### config.mk
export PLATFORM = sky130hd
export DESIGN_NAME = qword_lsq
export DESIGN_NICKNAME = d
export VERILOG_FILES = /design/src/rtl/qls_pkg.sv /design/src/rtl/qls_addr_gen.sv /design/src/rtl/qls_seq.sv /design/src/rtl/qls_gather.sv /design/src/rtl/qword_lsq.sv
export SDC_FILE = /design/constraint.sdc
export NUM_CORES = 1
export LEC_CHECK = 0
export CAP_MARGIN = 0
export CORE_MARGIN = 2
export CORE_UTILIZATION = 33
export CTS_BUF_LIST = sky130_fd_sc_hd__clkbuf_2
export DETAILED_ROUTE_END_ITERATION = 10
export PLACE_DENSITY_LB_ADDON = 0.2
export SYNTH_ARGS = -nofsm -noshare
export SYNTH_HDL_FRONTEND = slang
export SYNTH_SLANG_ARGS = --single-unit
### constraint.sdc
create_clock -name clk -period 4.98 [get_ports clk]
set_input_delay 0.747 -clock clk [delete_from_list [all_inputs] [get_ports clk]]
set_output_delay 0.747 -clock clk [all_outputs]
set_load 0.01 [all_outputs]
### src/rtl/qls_pkg.sv
package qls_pkg;
   localparam int BEAT_W = 64;
   localparam int QW_W   = 2 * BEAT_W;

   typedef enum logic [1:0] {
      QS_IDLE = 2'd0,
      QS_LO   = 2'd1,
      QS_HI   = 2'd2
   } qs_state_t;
endpackage

### src/rtl/qls_addr_gen.sv
module qls_addr_gen #(
   parameter int AW    = 32,
   parameter int OFF_W = 16
) (
   input  logic [AW-1:0]    base,
   input  logic [OFF_W-1:0] offset,
   output logic [AW-5:0]    quad_idx
);
   logic [AW-1:0] off_ext;
   logic [AW-1:0] eff;

   generate
      if (AW < OFF_W || AW < 5) begin : g_bad_width
         $error("qls_addr_gen: AW must be >= OFF_W and >= 5");
      end
      if (AW > OFF_W) begin : g_sext
         assign off_ext = {{(AW-OFF_W){offset[OFF_W-1]}}, offset};
      end else begin : g_same
         assign off_ext = offset;
      end
   endgenerate

   assign eff      = base + off_ext;
   // dropping bits [3:0] yields the 16-byte aligned quadword index
   assign quad_idx = eff[AW-1:4];
endmodule

### src/rtl/qls_seq.sv
module qls_seq
   import qls_pkg::*;
#(
   parameter int AW = 32,
   parameter int IW = 5
) (
   input  logic              clk,
   input  logic              rst_n,
   input  logic              req_valid,
   input  logic              req_store,
   input  logic [IW-1:0]     req_dst,
   input  logic [AW-5:0]     quad_idx,
   input  logic [QW_W-1:0]   req_wdata,
   output logic              busy,
   output logic              mem_req,
   output logic              mem_we,
   output logic [AW-1:0]     mem_addr,
   output logic [BEAT_W-1:0] mem_wdata,
   input  logic              mem_ack,
   output logic              take_lo,
   output logic              finish_ld,
   output logic [IW-1:0]     dst_q
);
   qs_state_t           state;
   logic [AW-5:0]       idx_q;
   logic [QW_W-1:0]     wd_q;
   logic                st_q;
   logic                accept;
   logic                hi_beat;

   // a load to index zero is not accepted into the sequencer
   assign accept  = req_valid && (state == QS_IDLE) && (req_store || (req_dst != '0));
   assign hi_beat = (state == QS_HI);

   always_ff @(posedge clk) begin
      if (!rst_n) begin
         state <= QS_IDLE;
         idx_q <= '0;
         wd_q  <= '0;
         st_q  <= 1'b0;
         dst_q <= '0;
      end else begin
         case (state)
            QS_IDLE: if (accept) begin
               state <= QS_LO;
               idx_q <= quad_idx;
               wd_q  <= req_wdata;
               st_q  <= req_store;
               dst_q <= req_dst;
            end
            QS_LO:   if (mem_ack) state <= QS_HI;
            QS_HI:   if (mem_ack) state <= QS_IDLE;
            default: state <= QS_IDLE;
         endcase
      end
   end

   assign busy      = (state != QS_IDLE);
   assign mem_req   = busy;
   assign mem_we    = st_q;
   assign mem_addr  = {idx_q, hi_beat, 3'b000};
   assign mem_wdata = hi_beat ? wd_q[QW_W-1:BEAT_W] : wd_q[BEAT_W-1:0];
   assign take_lo   = (state == QS_LO) && mem_ack;
   assign finish_ld = hi_beat && mem_ack && !st_q;

   a_r6_hold_beat: assert property (@(posedge clk) disable iff (!rst_n)
      mem_req && !mem_ack |=> mem_req && $stable(mem_addr) && $stable(mem_we) && $stable(mem_wdata));

   a_r3_second_step: assert property (@(posedge clk) disable iff (!rst_n)
      mem_req && mem_ack && !mem_addr[3] |=> mem_req && (mem_addr == $past(mem_addr) + AW'(8)));

   a_r7_back_to_idle: assert property (@(posedge clk) disable iff (!rst_n)
      mem_req && mem_ack && mem_addr[3] |=> !busy);

   a_r4_zero_load_idle: assert property (@(posedge clk) disable iff (!rst_n)
      !busy && req_valid && !req_store && (req_dst == '0) |=> !mem_req);

   a_r5_store_issues: assert property (@(posedge clk) disable iff (!rst_n)
      !busy && req_valid && req_store |=> mem_req && mem_we && !mem_addr[3]);

   a_r1_aligned: assert property (@(posedge clk) disable iff (!rst_n)
      mem_req |-> (mem_addr[2:0] == 3'b000));
endmodule

### src/rtl/qls_gather.sv
module qls_gather
   import qls_pkg::*;
#(
   parameter int IW = 5
) (
   input  logic              clk,
   input  logic              rst_n,
   input  logic              take_lo,
   input  logic              finish_ld,
   input  logic [BEAT_W-1:0] rdata,
   input  logic [IW-1:0]     dst_in,
   output logic              ld_we,
   output logic [IW-1:0]     ld_dst,
   output logic [QW_W-1:0]   ld_data
);
   logic [BEAT_W-1:0] lo_q;

   always_ff @(posedge clk) begin
      if (!rst_n) begin
         lo_q    <= '0;
         ld_we   <= 1'b0;
         ld_dst  <= '0;
         ld_data <= '0;
      end else begin
         ld_we <= finish_ld;
         if (take_lo) lo_q <= rdata;
         if (finish_ld) begin
            ld_data <= {rdata, lo_q};
            ld_dst  <= dst_in;
         end
      end
   end

   a_r8_one_pulse: assert property (@(posedge clk) disable iff (!rst_n)
      ld_we |=> !ld_we);

   a_r8_after_upper: assert property (@(posedge clk) disable iff (!rst_n)
      finish_ld |=> ld_we && (ld_data[QW_W-1:BEAT_W] == $past(rdata)));
endmodule

### src/rtl/qword_lsq.sv
module qword_lsq
   import qls_pkg::*;
#(
   parameter int AW    = 32,
   parameter int OFF_W = 16,
   parameter int IW    = 5
) (
   input  logic              clk,
   input  logic              rst_n,
   input  logic              req_valid,
   input  logic              req_store,
   input  logic [AW-1:0]     req_base,
   input  logic [OFF_W-1:0]  req_offset,
   input  logic [QW_W-1:0]   req_wdata,
   input  logic [IW-1:0]     req_dst,
   output logic              busy,
   output logic              mem_req,
   output logic              mem_we,
   output logic [AW-1:0]     mem_addr,
   output logic [BEAT_W-1:0] mem_wdata,
   input  logic              mem_ack,
   input  logic [BEAT_W-1:0] mem_rdata,
   output logic              ld_we,
   output logic [IW-1:0]     ld_dst,
   output logic [QW_W-1:0]   ld_data
);
   logic [AW-5:0] quad_idx;
   logic          take_lo;
   logic          finish_ld;
   logic [IW-1:0] dst_q;

   generate
      if (IW < 1) begin : g_bad_iw
         $error("qword_lsq: IW must be at least 1");
      end
   endgenerate

   qls_addr_gen #(.AW(AW), .OFF_W(OFF_W)) u_addr (
      .base     (req_base),
      .offset   (req_offset),
      .quad_idx (quad_idx)
   );

   qls_seq #(.AW(AW), .IW(IW)) u_seq (
      .clk       (clk),
      .rst_n     (rst_n),
      .req_valid (req_valid),
      .req_store (req_store),
      .req_dst   (req_dst),
      .quad_idx  (quad_idx),
      .req_wdata (req_wdata),
      .busy      (busy),
      .mem_req   (mem_req),
      .mem_we    (mem_we),
      .mem_addr  (mem_addr),
      .mem_wdata (mem_wdata),
      .mem_ack   (mem_ack),
      .take_lo   (take_lo),
      .finish_ld (finish_ld),
      .dst_q     (dst_q)
   );

   qls_gather #(.IW(IW)) u_gather (
      .clk       (clk),
      .rst_n     (rst_n),
      .take_lo   (take_lo),
      .finish_ld (finish_ld),
      .rdata     (mem_rdata),
      .dst_in    (dst_q),
      .ld_we     (ld_we),
      .ld_dst    (ld_dst),
      .ld_data   (ld_data)
   );

   a_r9_reset_quiet: assert property (@(posedge clk)
      !rst_n |=> !mem_req && !busy && !ld_we);

   a_r8_no_store_result: assert property (@(posedge clk) disable iff (!rst_n)
      mem_req && mem_we |=> !ld_we);
endmodule

# Yosys cells after proc, flatten, opt, wreduce, memory -nomap -nowiden
# Cells that the tools add are included.
# word_totals
ff_bits	362
latchBits	0
ramBits	0
romBits	0
output_inout_bits	233
n_memories	0
# classes
n_addsub	1
n_mul	0
n_div	0
magnitude_cmp	0
eq_ne	5
n_shift	0
mux	5
bitwise	0
n_reduce_logical	12
# op_table
op	count
$mux W64	1
$add A32 B32 Y32	1
$mux W2	3
$pmux W2 S3	1
$logic_and A1 B1 Y1	5
$reduce_bool A5 Y1	1
$ne A2 B2 Y1 const B	2
$reduce_and A3 Y1	1
$eq A2 B1 Y1 const B	1
$eq A2 B2 Y1 const B	1
$logic_not A2 Y1	1
$ne A2 B1 Y1 const B	1
$reduce_and A2 Y1	1
$reduce_bool A2 Y1	1
$logic_not A1 Y1	1
$logic_or A1 B1 Y1	1

# Depth between registers and ports, before layout
# logic_depth
depth_word	5
depth_mapped	9

# Modules after synthesis
# From an unflattened synthesis, not the netlist that was laid out.
# hier_totals
hier_cells	1622
area_unflattened_um2	16134.2
# modules_own_cells
mod	instances	cells_each	area_each_um2
qls_gather	1	637	7439.6
qls_seq	1	793	7250.7
qls_addr_gen	1	192	1443.9

# Worst setup path before layout
# No wires, ideal clock.
# synth_timing
kind	input to register
start	input req_base[23]
end	register u_seq.idx_q[26]
t_arrival_ns	2.652
path_slack_ns	2.211
stages	8
path_buffers	0
path_cell_list	ha_1 > a21o_1 > a21o_1 > a221oi_4 > nor2_2 > a211o_1 > or3_1 > a32o_1
# synth_between
elab_chain_len	1
# synth_lines
element	line	rtl
start: declaration	qword_lsq.sv:12	input logic [AW-1:0] req_base,
$add A32 B32 Y32	qls_addr_gen.sv:23	assign eff = base + off_ext;
end signal: assignment	qls_seq.sv:46	idx_q <= quad_idx;
end: declaration	qls_seq.sv:25	logic [AW-5:0] idx_q;
# No other way between the ends.
# A chain may end at the register's enable or synchronous reset.

# Final worst setup path
# layout_timing
start	register u_seq.state[1]
end	output mem_wdata[0]
# layout_between
elab_chain_len	2
# layout_lines
element	line	rtl
start: declaration	qls_seq.sv:24	qs_state_t state;
start signal: assignment	qls_seq.sv:37	state <= QS_IDLE;
start signal: assignment	qls_seq.sv:45	state <= QS_LO;
start signal: assignment	qls_seq.sv:51	QS_LO: if (mem_ack) state <= QS_HI;
$eq A2 B2 Y1	qls_seq.sv:33	assign hi_beat = (state == QS_HI);
$mux W64	qls_seq.sv:62	assign mem_wdata = hi_beat ? wd_q[QW_W-1:BEAT_W] : wd_q[BEAT_W-1:0];
end: declaration	qword_lsq.sv:20	output logic [BEAT_W-1:0] mem_wdata,
# No other way between the ends.

==> summary by stage <==
Clocking
In this run, post-CTS hold repair placed 0 buffers. Clock latency on the worst-skew pair, taken at its later pin, is 1040 ps. The worst-case clock buffer depth is 3. Clock tree synthesis selected as its root buffer the cell sky130_fd_sc_hd__clkbuf_2. The number of clock sinks is 362. TritonCTS created 95 clock buffers. In this run the post-CTS setup repair buffer count came out at 0.

The number of resized instances in the post-cts repair step is 0. The number of H-tree branching levels is 3. The CTS tree is yes.

The clock-pin slew on the worst setup and hold paths is 120 ps.

Timing
The minimum clock period is 3990 ps. For the pin with the worst max-slew slack, the measured transition is 1110 ps. The fraction of the cycle the final worst path needs is 0.802. Timing would allow up to 0.250 GHz. The final-report hold violation count is 0. The tightest hold margin is 253 ps.

Setup repair after global routing left no endpoint under its margin. The final setup TNS is 0 ps. The final count of pins violating max slew came to 0. The final clock skew is 65.3 ps.

Headroom to the max-slew limit came out at 0.257. The setup violation total in the final timing report is 0.

Global route
The first-pass GRT wire length is 79.5 mm. The initial antenna violation count was 10. Entering global routing, the biggest net connects 135 pins.

The total global-route track usage is 0.203. For this run the aggregate overflow at the end of global routing stands at 0. The via count of the first global-routing pass is 14600.

Run
The tool flagged a number of max-cap violations equal to 0.

Drt
The remaining antenna violation count after routing is 0. For this run, the detailed router's first-pass iteration total came to 5. After detailed routing, the average wire length per cell comes to 16.5 um. For this run, design rule violations remaining after detail routing come to 0. After the first detailed-routing iteration, the DRC count stood at 787. The via total after detailed routing is 15100. The via density per instance is 4.81. The final layout contains routed wiring with a total length of 52.0 mm.

Final layout
The final layout net count is 2746. The relative area change from synthesis to final layout is 38.5%. The share of final-layout standard cells stronger than drive strength 1 is 0.0670.

Logic synthesis
After technology mapping, the gate count stands at 2020. The cell with the most instances after synthesis is sky130_fd_sc_hd__nand2_1. The number of synthesized flops with an enable pin is 0. By area the synthesized netlist is led by sky130_fd_sc_hd__dfxtp_1 (46%), sky130_fd_sc_hd__nand2_1 (21%), sky130_fd_sc_hd__a21boi_0 (15%). In the synthesized netlist the dominant register cell turns out to be sky130_fd_sc_hd__dfxtp_1.

Summed over all instances, the cell type with the most area after synthesis is sky130_fd_sc_hd__dfxtp_1. The Yosys step of the flow raised 0 warnings. The mapped cell area is 15700 um^2. The count of unique library cells instantiated by Yosys is 59.

The average instance in the mapped netlist occupies 7.77 um^2. The fraction of registers with async set/reset is 0. The share of the synthesized area in the top cell type is 0.462. In this run, synthesis produced a sequential element count of 362. The commonest cells after synthesis are sky130_fd_sc_hd__nand2_1 (894), sky130_fd_sc_hd__dfxtp_1 (362), sky130_fd_sc_hd__a21boi_0 (316).

Of the synthesized area, sequential elements account for 0.462.

Floorplanning
In this run the core area contains 79 standard-cell rows. The full die area is 49300 um^2. For this design the top-level I/O count stands at 483.

The die span in y is 222 um. The total area inside the core boundary comes to 46800 um^2. The starting density of the core is 0.336. The floorplan step set the die width to 222 um.

Setup path
The data required time of the critical path is 4230 ps. Setup slack on the worst reg-to-reg path comes out at 2220 ps. Of all nets on the critical path, the largest fanout is 27. Data arrives at the worst endpoint at 3250 ps.

The endpoint kind of the worst setup timing path is an output pin. The worst setup path is launched from a flop. The critical path is of the flop to output pin type.

Placed design
After legalization and detailed placement, the total HPWL measured 35.8 mm. The final RePlAce weighted congestion is 0.863. Buffers placed on the I/O ports in this run total 479.

Pwr
Summed over all cells, the static leakage comes to 8.12 nW. For this design the ratio of total power to cell area is 289 nW/um^2. The maximum vdd ir drop is 0.140 mV.

Outcome
The flow ran to the end, and the final reports show no timing, DRC or antenna violations.

Hold path
In this run the worst hold path is classified as input port to flop.
[layout make-up]
class / instances / area (um^2)
inverter: 8 / 30.0
clock buffer: 128 / 641
multi-input combinational: 1507 / 7890
tap: 607 / 759
clock inverter: 27 / 223
timing repair buffer: 492 / 4930
antenna: 10 / 25.0
fill: 4789 / 25000
sequential: 362 / 7250
[flip-flops by register name, summed over array words and instances, names as in the netlist]
register          flops
u_gather.ld_dst       5
u_gather.ld_we        1
u_seq.idx_q          28
u_seq.mem_we          1
u_seq.state           2
u_gather.lo_q        64
u_seq.dst_q           5
u_seq.wd_q          128
u_gather.ld_data    128
[per-stage QoR]
step,total power [mW],utilization,worst slack [ps],std cells,area [um^2]
2_1_floorplan,3.67,-,2210,2022,15700
4_1_cts,6.42,0.465,744,3131,21700
3_3_place_gp,4.20,0.446,983,2976,20900
6_report,6.29,0.465,986,3141,21800
5_1_grt,6.65,0.465,672,3140,21700
3_5_place_dp,4.21,0.446,936,2976,20900
[worst paths after layout]
check,to,startpoint,cells after the start
worst min-delay path,u_seq.wd_q[51],req_wdata[51],3
worst min register to register,u_gather.ld_data[46],u_gather.lo_q[46],2
worst max-delay path,mem_wdata[0],u_seq.state[1],6
worst max register to register,u_seq.idx_q[22],u_seq.state[1],5
[cell usage in the layout (no fill, tap or decap), drive strengths merged, types with 5 or more instances in the layout]
cell type        n
dfxtp          362
o211ai           6
a31oi            5
nand3           17
clkinv          21
o21ai           33
clkdlybuf4s50  478
clkbuf         129
xor2             5
a21o            15
buf             13
nor2            23
a21boi         334
xnor2           12
and3             9
nand4           12
ha              30
nand2          894
diode           10
o21bai           7
and2            12
inv             10
nor3             6
o21a             5
a21oi           29
[power breakdown]
group | internal (mW) | switching, mW | leakage (nW)
Sequential | 3.02 | 0.0653 | 2.95
Clock | 0.903 | 1.24 | 0.639
Combinational | 0.519 | 0.538 | 4.54
Total | 4.44 | 1.84 | 8.12
[layer usage]
metal	vias to the layer above	GRT usage	share of wire
li1	7553	-	-
met4	2	0.102	0.037
met3	97	0.0684	0.075
met1	6990	0.232	0.41
met5	-	0	0.00031
met2	464	0.338	0.48
[critical path, cell delays in order, from the launching register on]
cell and delay, ps:
sky130_fd_sc_hd__dfxtp_1 460, sky130_fd_sc_hd__nand2b_2 100, sky130_fd_sc_hd__inv_2 440, sky130_fd_sc_hd__buf_4 430
sky130_fd_sc_hd__nand2_1 90, sky130_fd_sc_hd__nand2_1 60, sky130_fd_sc_hd__clkdlybuf4s50_1 620
[logic make-up after synthesis]
group           share of synthesized area
fa+ha+maj                          0.0239
simple gates                        0.249
xor+xnor                          0.00948
other cells                      0.000239
flops                               0.462
buf+inv                            0.0383
compound gates                      0.218
Power figures use the tool's default switching activity.
